**config.mk**
```make
export PLATFORM = sky130hd
export DESIGN_NAME = cal_two_point
export DESIGN_NICKNAME = d
export VERILOG_FILES = /design/src/rtl/cal_pkg.sv /design/src/rtl/cal_regfile.sv /design/src/rtl/cal_operands.sv /design/src/rtl/cal_divider.sv /design/src/rtl/cal_smooth.sv /design/src/rtl/cal_two_point.sv
export SDC_FILE = /design/constraint.sdc
export NUM_CORES = 2
export LEC_CHECK = 0
export BUFFER_PORTS_ARGS = -buffer_cell sky130_fd_sc_hd__buf_2
export CAP_MARGIN = 20
export CORE_AREA = 2 2 585 296
export CTS_BUF_LIST = sky130_fd_sc_hd__clkbuf_2
export DETAILED_ROUTE_END_ITERATION = 8
export DIE_AREA = 0 0 587 298
export PLACE_DENSITY = 0.64
export SLEW_MARGIN = 20
export SYNTH_ARGS = -nofsm -noshare
export SYNTH_HDL_FRONTEND = slang
export SYNTH_SLANG_ARGS = --single-unit
```
**constraint.sdc**
```tcl
create_clock -name clk -period 24.5 [get_ports clk]
set_clock_uncertainty 0.15 [all_clocks]
set_input_delay 4.9 -clock clk [delete_from_list [all_inputs] [get_ports clk]]
set_output_delay 4.9 -clock clk [all_outputs]
set_load 0.1 [all_outputs]
```
**src/rtl/cal_pkg.sv**
```systemverilog
// Shared constants and types for the two-point calibrator.
// Assumes nothing beyond IEEE 1800-2017 packages.
package cal_pkg;
    // Default reference voltage in microvolts.
    localparam int unsigned CAL_SPAN_UV_DEF = 1250000;
    // Default smoothing coefficient numerator and shift (205/2048 ~ 0.1).
    localparam int unsigned CAL_FILT_NUM_DEF = 205;
    localparam int unsigned CAL_FILT_SH_DEF  = 11;

    // Phase of the restoring divider.
    typedef enum logic [1:0] {
        DIV_IDLE = 2'd0,
        DIV_RUN  = 2'd1,
        DIV_DONE = 2'd2
    } cal_div_phase_e;
endpackage

```
**src/rtl/cal_regfile.sv**
```systemverilog
// Live / stored-zero / stored-full reading files, one entry per channel.
// Assumes wr_ch < NCH. A capture copies the live values held before the edge.
module cal_regfile #(
    parameter int NCH    = 8,
    parameter int CODE_W = 16,
    localparam int CH_W  = $clog2(NCH)
) (
    input  logic              clk,
    input  logic              rst_n,
    input  logic              wr_en,
    input  logic [CH_W-1:0]   wr_ch,
    input  logic [CODE_W-1:0] wr_code,
    input  logic              cap_zero,
    input  logic              cap_full,
    output logic [CODE_W-1:0] live_o [NCH],
    output logic [CODE_W-1:0] zero_o [NCH],
    output logic [CODE_W-1:0] full_o [NCH]
);
    logic [CODE_W-1:0] live_q [NCH];
    logic [CODE_W-1:0] zero_q [NCH];
    logic [CODE_W-1:0] full_q [NCH];

    for (genvar g = 0; g < NCH; g++) begin : g_ch
        // Per-channel storage: live write and the two capture copies.
        always_ff @(posedge clk) begin
            if (!rst_n) begin
                live_q[g] <= '0;
                zero_q[g] <= '0;
                full_q[g] <= '0;
            end else begin
                if (wr_en && (wr_ch == CH_W'(g))) live_q[g] <= wr_code;
                if (cap_zero) zero_q[g] <= live_q[g];
                if (cap_full) full_q[g] <= live_q[g];
            end
        end

        assign live_o[g] = live_q[g];
        assign zero_o[g] = zero_q[g];
        assign full_o[g] = full_q[g];

        // a zero capture holds the previous live reading
        a_r3_cap_zero: assert property (@(posedge clk) disable iff (!rst_n)
            cap_zero |=> zero_q[g] == $past(live_q[g]));
        // a full capture holds the previous live reading
        a_r3_cap_full: assert property (@(posedge clk) disable iff (!rst_n)
            cap_full |=> full_q[g] == $past(live_q[g]));
    end
endmodule

```
**src/rtl/cal_operands.sv**
```systemverilog
// Combinational operand builder: forms the dividend and divisor of the
// correction from the sample and the reading files, and flags degenerate spans.
// Assumes ch < NCH and the reference channels are valid indices.
module cal_operands #(
    parameter int NCH      = 8,
    parameter int CODE_W   = 16,
    parameter int REF_LO   = 6,
    parameter int REF_HI   = 7,
    parameter int SPAN_UV  = 1250000,
    localparam int CH_W    = $clog2(NCH),
    localparam int FS_W    = $clog2(SPAN_UV + 1),
    localparam int SW      = CODE_W + 3,
    localparam int MAG_W   = CODE_W + 2,
    localparam int NUM_W   = MAG_W + FS_W + CODE_W,
    localparam int DEN_W   = CODE_W + MAG_W
) (
    input  logic [CODE_W-1:0] code,
    input  logic [CH_W-1:0]   ch,
    input  logic [CODE_W-1:0] live_i [NCH],
    input  logic [CODE_W-1:0] zero_i [NCH],
    input  logic [CODE_W-1:0] full_i [NCH],
    output logic [NUM_W-1:0]  num,
    output logic [DEN_W-1:0]  den,
    output logic              bad
);
    logic signed [SW-1:0] d_off, s_live, s_store, s_chan, diff;
    logic [MAG_W-1:0]     diff_mag, slive_mag;
    logic [CODE_W-1:0]    sstore_mag, schan_mag;
    logic                 diff_pos;

    // Sign-extend helper done inline: every code widened with zeros to SW.
    always_comb begin
        d_off   = $signed({3'b000, live_i[REF_LO]}) - $signed({3'b000, zero_i[REF_LO]});
        s_live  = $signed({3'b000, live_i[REF_HI]}) - $signed({3'b000, zero_i[REF_HI]}) - d_off;
        s_store = $signed({3'b000, full_i[REF_HI]}) - $signed({3'b000, zero_i[REF_HI]});
        s_chan  = $signed({3'b000, full_i[ch]})     - $signed({3'b000, zero_i[ch]});
        diff    = $signed({3'b000, code})           - $signed({3'b000, zero_i[ch]}) - d_off;
    end

    // Degenerate-span detection and magnitude extraction.
    always_comb begin
        bad = s_chan[SW-1]  || (s_chan  == '0) ||
              s_store[SW-1] || (s_store == '0) ||
              s_live[SW-1]  || (s_live  == '0);
        diff_pos   = !diff[SW-1] && (diff != '0);
        diff_mag   = diff_pos ? diff[MAG_W-1:0] : '0;
        slive_mag  = s_live[MAG_W-1:0];
        sstore_mag = s_store[CODE_W-1:0];
        schan_mag  = s_chan[CODE_W-1:0];
    end

    // Dividend and divisor products.
    always_comb begin
        num = NUM_W'(diff_mag) * NUM_W'(SPAN_UV) * NUM_W'(sstore_mag);
        den = DEN_W'(schan_mag) * DEN_W'(slive_mag);
    end
endmodule

```
**src/rtl/cal_divider.sv**
```systemverilog
// Restoring unsigned divider, one quotient bit per cycle.
// Loads on start while idle, runs NUM_W cycles, then holds DONE for one cycle.
// Assumes den is non-zero whenever start is raised.
module cal_divider
    import cal_pkg::*;
#(
    parameter int NUM_W  = 55,
    parameter int DEN_W  = 34,
    localparam int CNT_W  = $clog2(NUM_W),
    localparam int PROD_W = NUM_W + DEN_W
) (
    input  logic             clk,
    input  logic             rst_n,
    input  logic             start,
    input  logic [NUM_W-1:0] num,
    input  logic [DEN_W-1:0] den,
    output logic             busy,
    output logic             done,
    output logic [NUM_W-1:0] quo
);
    cal_div_phase_e     phase;
    logic [NUM_W-1:0]   num_q, quo_q;
    logic [DEN_W-1:0]   den_q, rem_q, rem_sub, rem_n;
    logic [DEN_W:0]     trial;
    logic [CNT_W-1:0]   cnt;
    logic               ge;

    // One restoring step: shift in the next dividend bit and try subtracting.
    always_comb begin
        trial   = {rem_q, quo_q[NUM_W-1]};
        ge      = trial >= {1'b0, den_q};
        rem_sub = trial[DEN_W-1:0] - den_q;
        rem_n   = ge ? rem_sub : trial[DEN_W-1:0];
    end

    // Phase sequencing and iteration registers.
    always_ff @(posedge clk) begin
        if (!rst_n) begin
            phase <= DIV_IDLE;
            num_q <= '0;
            den_q <= '0;
            quo_q <= '0;
            rem_q <= '0;
            cnt   <= '0;
        end else begin
            case (phase)
                DIV_IDLE: if (start) begin
                    num_q <= num;
                    den_q <= den;
                    quo_q <= num;
                    rem_q <= '0;
                    cnt   <= '0;
                    phase <= DIV_RUN;
                end
                DIV_RUN: begin
                    rem_q <= rem_n;
                    quo_q <= {quo_q[NUM_W-2:0], ge};
                    cnt   <= cnt + 1'b1;
                    if (cnt == CNT_W'(NUM_W - 1)) phase <= DIV_DONE;
                end
                default: phase <= DIV_IDLE;
            endcase
        end
    end

    assign busy = (phase != DIV_IDLE);
    assign done = (phase == DIV_DONE);
    assign quo  = quo_q;

    // the delivered quotient and remainder satisfy the division identity
    a_r4_div_exact: assert property (@(posedge clk) disable iff (!rst_n)
        done |-> ((PROD_W'(quo_q) * PROD_W'(den_q) + PROD_W'(rem_q)) == PROD_W'(num_q))
                 && (rem_q < den_q));
endmodule

```
**src/rtl/cal_smooth.sv**
```systemverilog
// Per-channel first-order exponential smoother with a fixed-point coefficient.
// The state of a channel is its last delivered output; upd writes it.
// Assumes ch < NCH and FILT_NUM < 2**FILT_SH.
module cal_smooth #(
    parameter int NCH      = 8,
    parameter int OUT_W    = 24,
    parameter int FILT_NUM = 205,
    parameter int FILT_SH  = 11,
    localparam int CH_W    = $clog2(NCH),
    localparam int FN_W    = $clog2(FILT_NUM + 1) + 1,
    localparam int P_W     = OUT_W + 1 + FN_W
) (
    input  logic             clk,
    input  logic             rst_n,
    input  logic             upd,
    input  logic [CH_W-1:0]  ch,
    input  logic [OUT_W-1:0] q,
    input  logic             filt_en,
    output logic [OUT_W-1:0] y
);
    logic [OUT_W-1:0]        st_q [NCH];
    logic [OUT_W-1:0]        sel;
    logic signed [OUT_W:0]   delta;
    logic signed [FN_W-1:0]  coef;
    logic signed [P_W-1:0]   prod, step, sum;

    // Filtered candidate: state plus the scaled difference, floor rounding.
    always_comb begin
        sel   = st_q[ch];
        delta = $signed({1'b0, q}) - $signed({1'b0, sel});
        coef  = FN_W'(FILT_NUM);
        prod  = delta * coef;
        step  = prod >>> FILT_SH;
        sum   = $signed({{(P_W - OUT_W){1'b0}}, sel}) + step;
        y     = filt_en ? sum[OUT_W-1:0] : q;
    end

    for (genvar g = 0; g < NCH; g++) begin : g_st
        // Channel state follows the delivered output.
        always_ff @(posedge clk) begin
            if (!rst_n)                          st_q[g] <= '0;
            else if (upd && (ch == CH_W'(g)))    st_q[g] <= y;
        end
    end

    // the filtered value lies between the old state and the new result
    a_r10_filter_bound: assert property (@(posedge clk) disable iff (!rst_n)
        (upd && filt_en) |->
            ((sum >= $signed({{(P_W - OUT_W){1'b0}}, (sel < q) ? sel : q})) &&
             (sum <= $signed({{(P_W - OUT_W){1'b0}}, (sel < q) ? q : sel}))));
endmodule

```
**src/rtl/cal_two_point.sv**
```systemverilog
// Two-point calibrator top: records live readings, captures zero/full files,
// corrects each sample against per-channel spans and reference drift through a
// multi-cycle divider, clamps, optionally smooths, and reports a result or error.
// Assumes NCH is a power of two and the reference indices are below NCH.
module cal_two_point
    import cal_pkg::*;
#(
    parameter int NCH      = 8,
    parameter int CODE_W   = 16,
    parameter int OUT_W    = 24,
    parameter int REF_LO   = 6,
    parameter int REF_HI   = 7,
    parameter int SPAN_UV  = CAL_SPAN_UV_DEF,
    parameter int FILT_NUM = CAL_FILT_NUM_DEF,
    parameter int FILT_SH  = CAL_FILT_SH_DEF,
    localparam int CH_W    = $clog2(NCH),
    localparam int FS_W    = $clog2(SPAN_UV + 1),
    localparam int MAG_W   = CODE_W + 2,
    localparam int NUM_W   = MAG_W + FS_W + CODE_W,
    localparam int DEN_W   = CODE_W + MAG_W
) (
    input  logic              clk,
    input  logic              rst_n,
    input  logic              in_valid,
    input  logic [CH_W-1:0]   in_ch,
    input  logic [CODE_W-1:0] in_code,
    input  logic              cmd_zero,
    input  logic              cmd_full,
    input  logic              filt_en,
    output logic              busy,
    output logic              out_valid,
    output logic [CH_W-1:0]   out_ch,
    output logic [OUT_W-1:0]  out_data,
    output logic              err
);
    logic [CODE_W-1:0] live_w [NCH];
    logic [CODE_W-1:0] zero_w [NCH];
    logic [CODE_W-1:0] full_w [NCH];
    logic [NUM_W-1:0]  num_w, quo_w;
    logic [DEN_W-1:0]  den_w;
    logic [OUT_W-1:0]  q_sat, y_w;
    logic [CH_W-1:0]   ch_q;
    logic              bad_w, accept, div_busy, div_done;

    assign accept = in_valid && !div_busy;
    assign busy   = div_busy;

    cal_regfile #(.NCH(NCH), .CODE_W(CODE_W)) u_regfile (
        .clk      (clk),
        .rst_n    (rst_n),
        .wr_en    (accept),
        .wr_ch    (in_ch),
        .wr_code  (in_code),
        .cap_zero (cmd_zero),
        .cap_full (cmd_full),
        .live_o   (live_w),
        .zero_o   (zero_w),
        .full_o   (full_w)
    );

    cal_operands #(.NCH(NCH), .CODE_W(CODE_W), .REF_LO(REF_LO), .REF_HI(REF_HI),
                   .SPAN_UV(SPAN_UV)) u_operands (
        .code   (in_code),
        .ch     (in_ch),
        .live_i (live_w),
        .zero_i (zero_w),
        .full_i (full_w),
        .num    (num_w),
        .den    (den_w),
        .bad    (bad_w)
    );

    cal_divider #(.NUM_W(NUM_W), .DEN_W(DEN_W)) u_divider (
        .clk   (clk),
        .rst_n (rst_n),
        .start (accept && !bad_w),
        .num   (num_w),
        .den   (den_w),
        .busy  (div_busy),
        .done  (div_done),
        .quo   (quo_w)
    );

    // Clamp the quotient to the output width.
    always_comb begin
        q_sat = (|quo_w[NUM_W-1:OUT_W]) ? {OUT_W{1'b1}} : quo_w[OUT_W-1:0];
    end

    cal_smooth #(.NCH(NCH), .OUT_W(OUT_W), .FILT_NUM(FILT_NUM),
                 .FILT_SH(FILT_SH)) u_smooth (
        .clk     (clk),
        .rst_n   (rst_n),
        .upd     (div_done),
        .ch      (ch_q),
        .q       (q_sat),
        .filt_en (filt_en),
        .y       (y_w)
    );

    // Latch the channel of the sample in flight.
    always_ff @(posedge clk) begin
        if (!rst_n)      ch_q <= '0;
        else if (accept) ch_q <= in_ch;
    end

    // Result and error reporting registers.
    always_ff @(posedge clk) begin
        if (!rst_n) begin
            out_valid <= 1'b0;
            out_data  <= '0;
            out_ch    <= '0;
            err       <= 1'b0;
        end else begin
            out_valid <= div_done;
            err       <= accept && bad_w;
            if (div_done) begin
                out_data <= y_w;
                out_ch   <= ch_q;
            end
        end
    end

    // result and error never coincide
    a_r9_excl: assert property (@(posedge clk) disable iff (!rst_n)
        !(out_valid && err));
    // a result pulse lasts one cycle
    a_r9_pulse: assert property (@(posedge clk) disable iff (!rst_n)
        out_valid |=> !out_valid);
    // an error leaves the reported output untouched
    a_r7_err_hold: assert property (@(posedge clk) disable iff (!rst_n)
        err |-> ($stable(out_data) && $stable(out_ch)));
    // a valid acceptance makes the block busy
    a_r8_busy_after_accept: assert property (@(posedge clk) disable iff (!rst_n)
        (accept && !bad_w) |=> busy);
endmodule

```
==> run summary <==
The run gives 0 as the post-cts resize count. The highest net fanout along the worst path was 31. Among all stages on the critical path, the largest delay is contributed by sky130_fd_sc_hd__xor2_1.

Setup repair after global routing left no endpoint under its margin. The initial antenna violation count was 7. TritonCTS built the clock tree. After clock tree synthesis, the flow added hold-fix buffers numbering 0.

The starting density of the core was 0.448. By instance count, the cell type seen most on the critical path is sky130_fd_sc_hd__fa_1. For this design, the sink count on the clock tree is 742.

The H-tree was split into 4 levels. At the later pin of the worst-skew pair, clock insertion delay measures 1.39 ns. The class of the tightest hold or removal check was flip-flop to flip-flop. The hold violation count in the final report was 0; the arrival time of data at the critical path endpoint was 22.75 ns.

The run gives 4 as the maximum buffer depth of the clock tree. The clock tree root buffer cell was sky130_fd_sc_hd__clkbuf_2. The via count of the first global-routing pass was 56700; the slew of the pin with the lowest slew margin was 1.15 ns. The maximum clock rate came out at 45.8 MHz. After detailed routing, the number of vias per cell comes to 5.47. For the top-level port count, the log shows 55. STA classifies the critical path endpoint as a flip-flop. The max-slew violation count was 0; the proportion of synthesized chip area in sequential cells was 0.271. After detailed routing, the number of remaining DRC violations is 0. The area share of the largest cell type after synthesis works out to 0.228. The most common cell after layout, fill and taps aside was sky130_fd_sc_hd__inv_1.

For this run, the slowest stage of the critical path takes 0.86 ns. After global routing the overflow that remains totals 0. During synthesis, Yosys emitted a total of 0 warnings.

By area the synthesized netlist is led by sky130_fd_sc_hd__edfxtp_1 23%, sky130_fd_sc_hd__fa_1 22%, sky130_fd_sc_hd__ha_1 12%. The startpoint of the worst hold path was u_divider.den_q[10]. A synthesized cell averages 9.90 sq um. In the layout the commonest cells are 1170 x sky130_fd_sc_hd__inv_1, 836 x sky130_fd_sc_hd__fa_1, 701 x sky130_fd_sc_hd__ha_1, 698 x sky130_fd_sc_hd__nand2_1, 592 x sky130_fd_sc_hd__nor2_1. The congestion estimate from routability-driven global placement came to 0.923. The floorplan step set the die width to 587 um.

The worst setup path is launched from an input pin. The post-CTS setup-driven buffer insertion count was 0; the flip-flop and latch count after synthesis was 742. After clock tree synthesis, the clock-pin slew on the worst setup and hold paths is 0.10 ns. The number of core rows is 107, and the count of flip-flops with a built-in enable after synthesis is 576. Synthesis produced a netlist whose cell count is 7676. The fraction of layout cells with a size suffix above 1 was 0.0923.

Global routing usage summed across all routing layers: 0.233. The routed design has 202 mm of wire. The first routing iteration left 4877 violations. The worst max-slew margin expressed relative to the limit came out at 0.228.

Area added between synthesis and finish: 6.39%. The share of async-settable or async-resettable flops after synthesis was 0. The logs give 0.169 sq mm for the area of the core region and 322 mm for the wire length of the first global-routing pass.

The flow ran to the end, and the final reports show no timing, DRC or antenna violations. Primary flip-flop cell chosen by synthesis mapping: sky130_fd_sc_hd__edfxtp_1. The tools report the total iterations of the first detailed-routing run as 5. During placement, the flow inserted port buffers numbering 54. Once detail routing completed, the nets flagged for antenna violations numbered 0. The smallest clock period supported by the final layout is computed as 21.84 ns.

Detailed placement finished with a half-perimeter wire length of 151 mm. The fraction of the cycle the final worst path needs is 0.892. After the last flow step, the layout net total stands at 9277. The number of nets in the synthesized netlist is 9239. The logs give 0 for the setup violation total in the final timing report and 0 ns for the setup total negative slack. The critical path class is input pin to flip-flop.

Counting the buffers created by CTS gives 171. The most critical setup path has its startpoint at in_ch[0]. Entering global routing, the biggest net connects 136 pins. Across the run, the number of max-cap violations was 0.

The routed layout has 55400 vias. The logs give 0.175 sq mm for the full die area and 25.40 ns for the required time at the worst-slack endpoint. The cell type with the largest total area after synthesis was sky130_fd_sc_hd__edfxtp_1. The routed length per placed instance is 20.0 um, and the count of unique library cells instantiated by Yosys is 87.

The floorplan step set the die height to 298 um. The tools report the startpoint of the most critical register-to-register path as u_regfile.zero_q[0][33]. The synthesized netlist occupies a cell area of 0.0760 sq mm.
[logic make-up (layout without fill, tap and decap cells)]
group                      count (synthesis)  after routing  synth area share
buffers and inverters                   1502           1652            0.0748
adders and majority gates               1538           1538             0.336
xor gates and xnor gates                 309            309            0.0359
DFF                                      742            742             0.271
and+or+nand+nor                         2366           2366             0.150
AOI/OAI and AO/OA                       1007           1007            0.0857
muxes                                    212            212            0.0467
other                                      0              5                 0
[through the flow]
stage,instance area [sq um],hold slack (ns),instances,utilization,setup slack (ns)
floorplan,76000,0.282,7676,-,3.00
global placement,79200,0.290,9826,0.467,1.35
detailed placement,79300,0.297,9828,0.468,1.12
CTS,80800,0.284,10100,0.477,2.39
global route,80900,0.323,10100,0.477,1.40
finish,80900,0.306,10100,0.477,2.66
[routing by layer]
layer | vias up | global-route usage | wire length (um)
li1 | 25700 | - | -
met1 | 27400 | 0.325 | 90000
met2 | 1916 | 0.372 | 91700
met3 | 331 | 0.0434 | 15400
met4 | 2 | 0.0632 | 5110
met5 | - | 0 | 20
[worst paths after layout]
| path | to | slack (ns) | depth (start not counted) |
|---|---|---|---|
| worst max-delay path | u_divider.quo[52] | 2.66 | 61 |
| worst min-delay path | u_divider.den_q[10] | 0.31 | 2 |
| worst max register to register | u_divider.quo[52] | 6.35 | 60 |
| worst min register to register | u_divider.den_q[10] | 0.31 | 2 |
[sequential cells by signal (all words and copies together) (netlist names), 2 cells and up, named ones only]
signal and flops:
u_regfile.full_q 128, u_smooth.st_q 192, u_divider.quo 55, ch_q 3
u_divider.den_q 34, u_divider.cnt 6, out_ch 3, u_regfile.live_q 128
u_divider.rem_q 34, u_divider.phase 2, u_regfile.zero_q 128, out_data 24
[cell usage after synthesis (all sizes together), types with 36 or more instances]
| master | instances |
|---|---|
| inv | 1171 |
| o21a | 40 |
| a211oi | 45 |
| dfxtp | 166 |
| and3 | 294 |
| buf | 45 |
| mux2i | 81 |
| xnor2 | 187 |
| nor2b | 75 |
| nand2b | 121 |
| nor3 | 87 |
| a21oi | 306 |
| fa | 836 |
| nand2 | 701 |
| edfxtp | 576 |
| mux4 | 112 |
| clkbuf | 283 |
| nor2 | 594 |
| ha | 702 |
| nand3 | 122 |
| or2 | 39 |
| and2 | 215 |
| o21ai | 189 |
| a21o | 117 |
| a31oi | 36 |
| xor2 | 121 |
[final cells by class]
type                       instances  area [sq um]
clock inverter                    21           186
antenna                            5          12.5
tap                             2289          2860
fill                           16000         88600
inverter                        1174          4410
multi-input combinational       5432         50100
sequential                       742         20600
timing repair buffer             193          1390
clock buffer                     264          1320
[worst max-delay path, delay by kind of cell]
kind	cells	cell delay [ns]
adder cells (fa/ha/maj)	16	6.76
AO/OA/AOI/OAI	22	6.37
AND/OR/NAND/NOR	9	1.58
XOR/XNOR	3	1.19
multiplexers	3	1.09
buffers and inverters	8	0.81
Power is not shown: default switching activity piles up to over one toggle a cycle in this logic, so the estimate is an artifact.
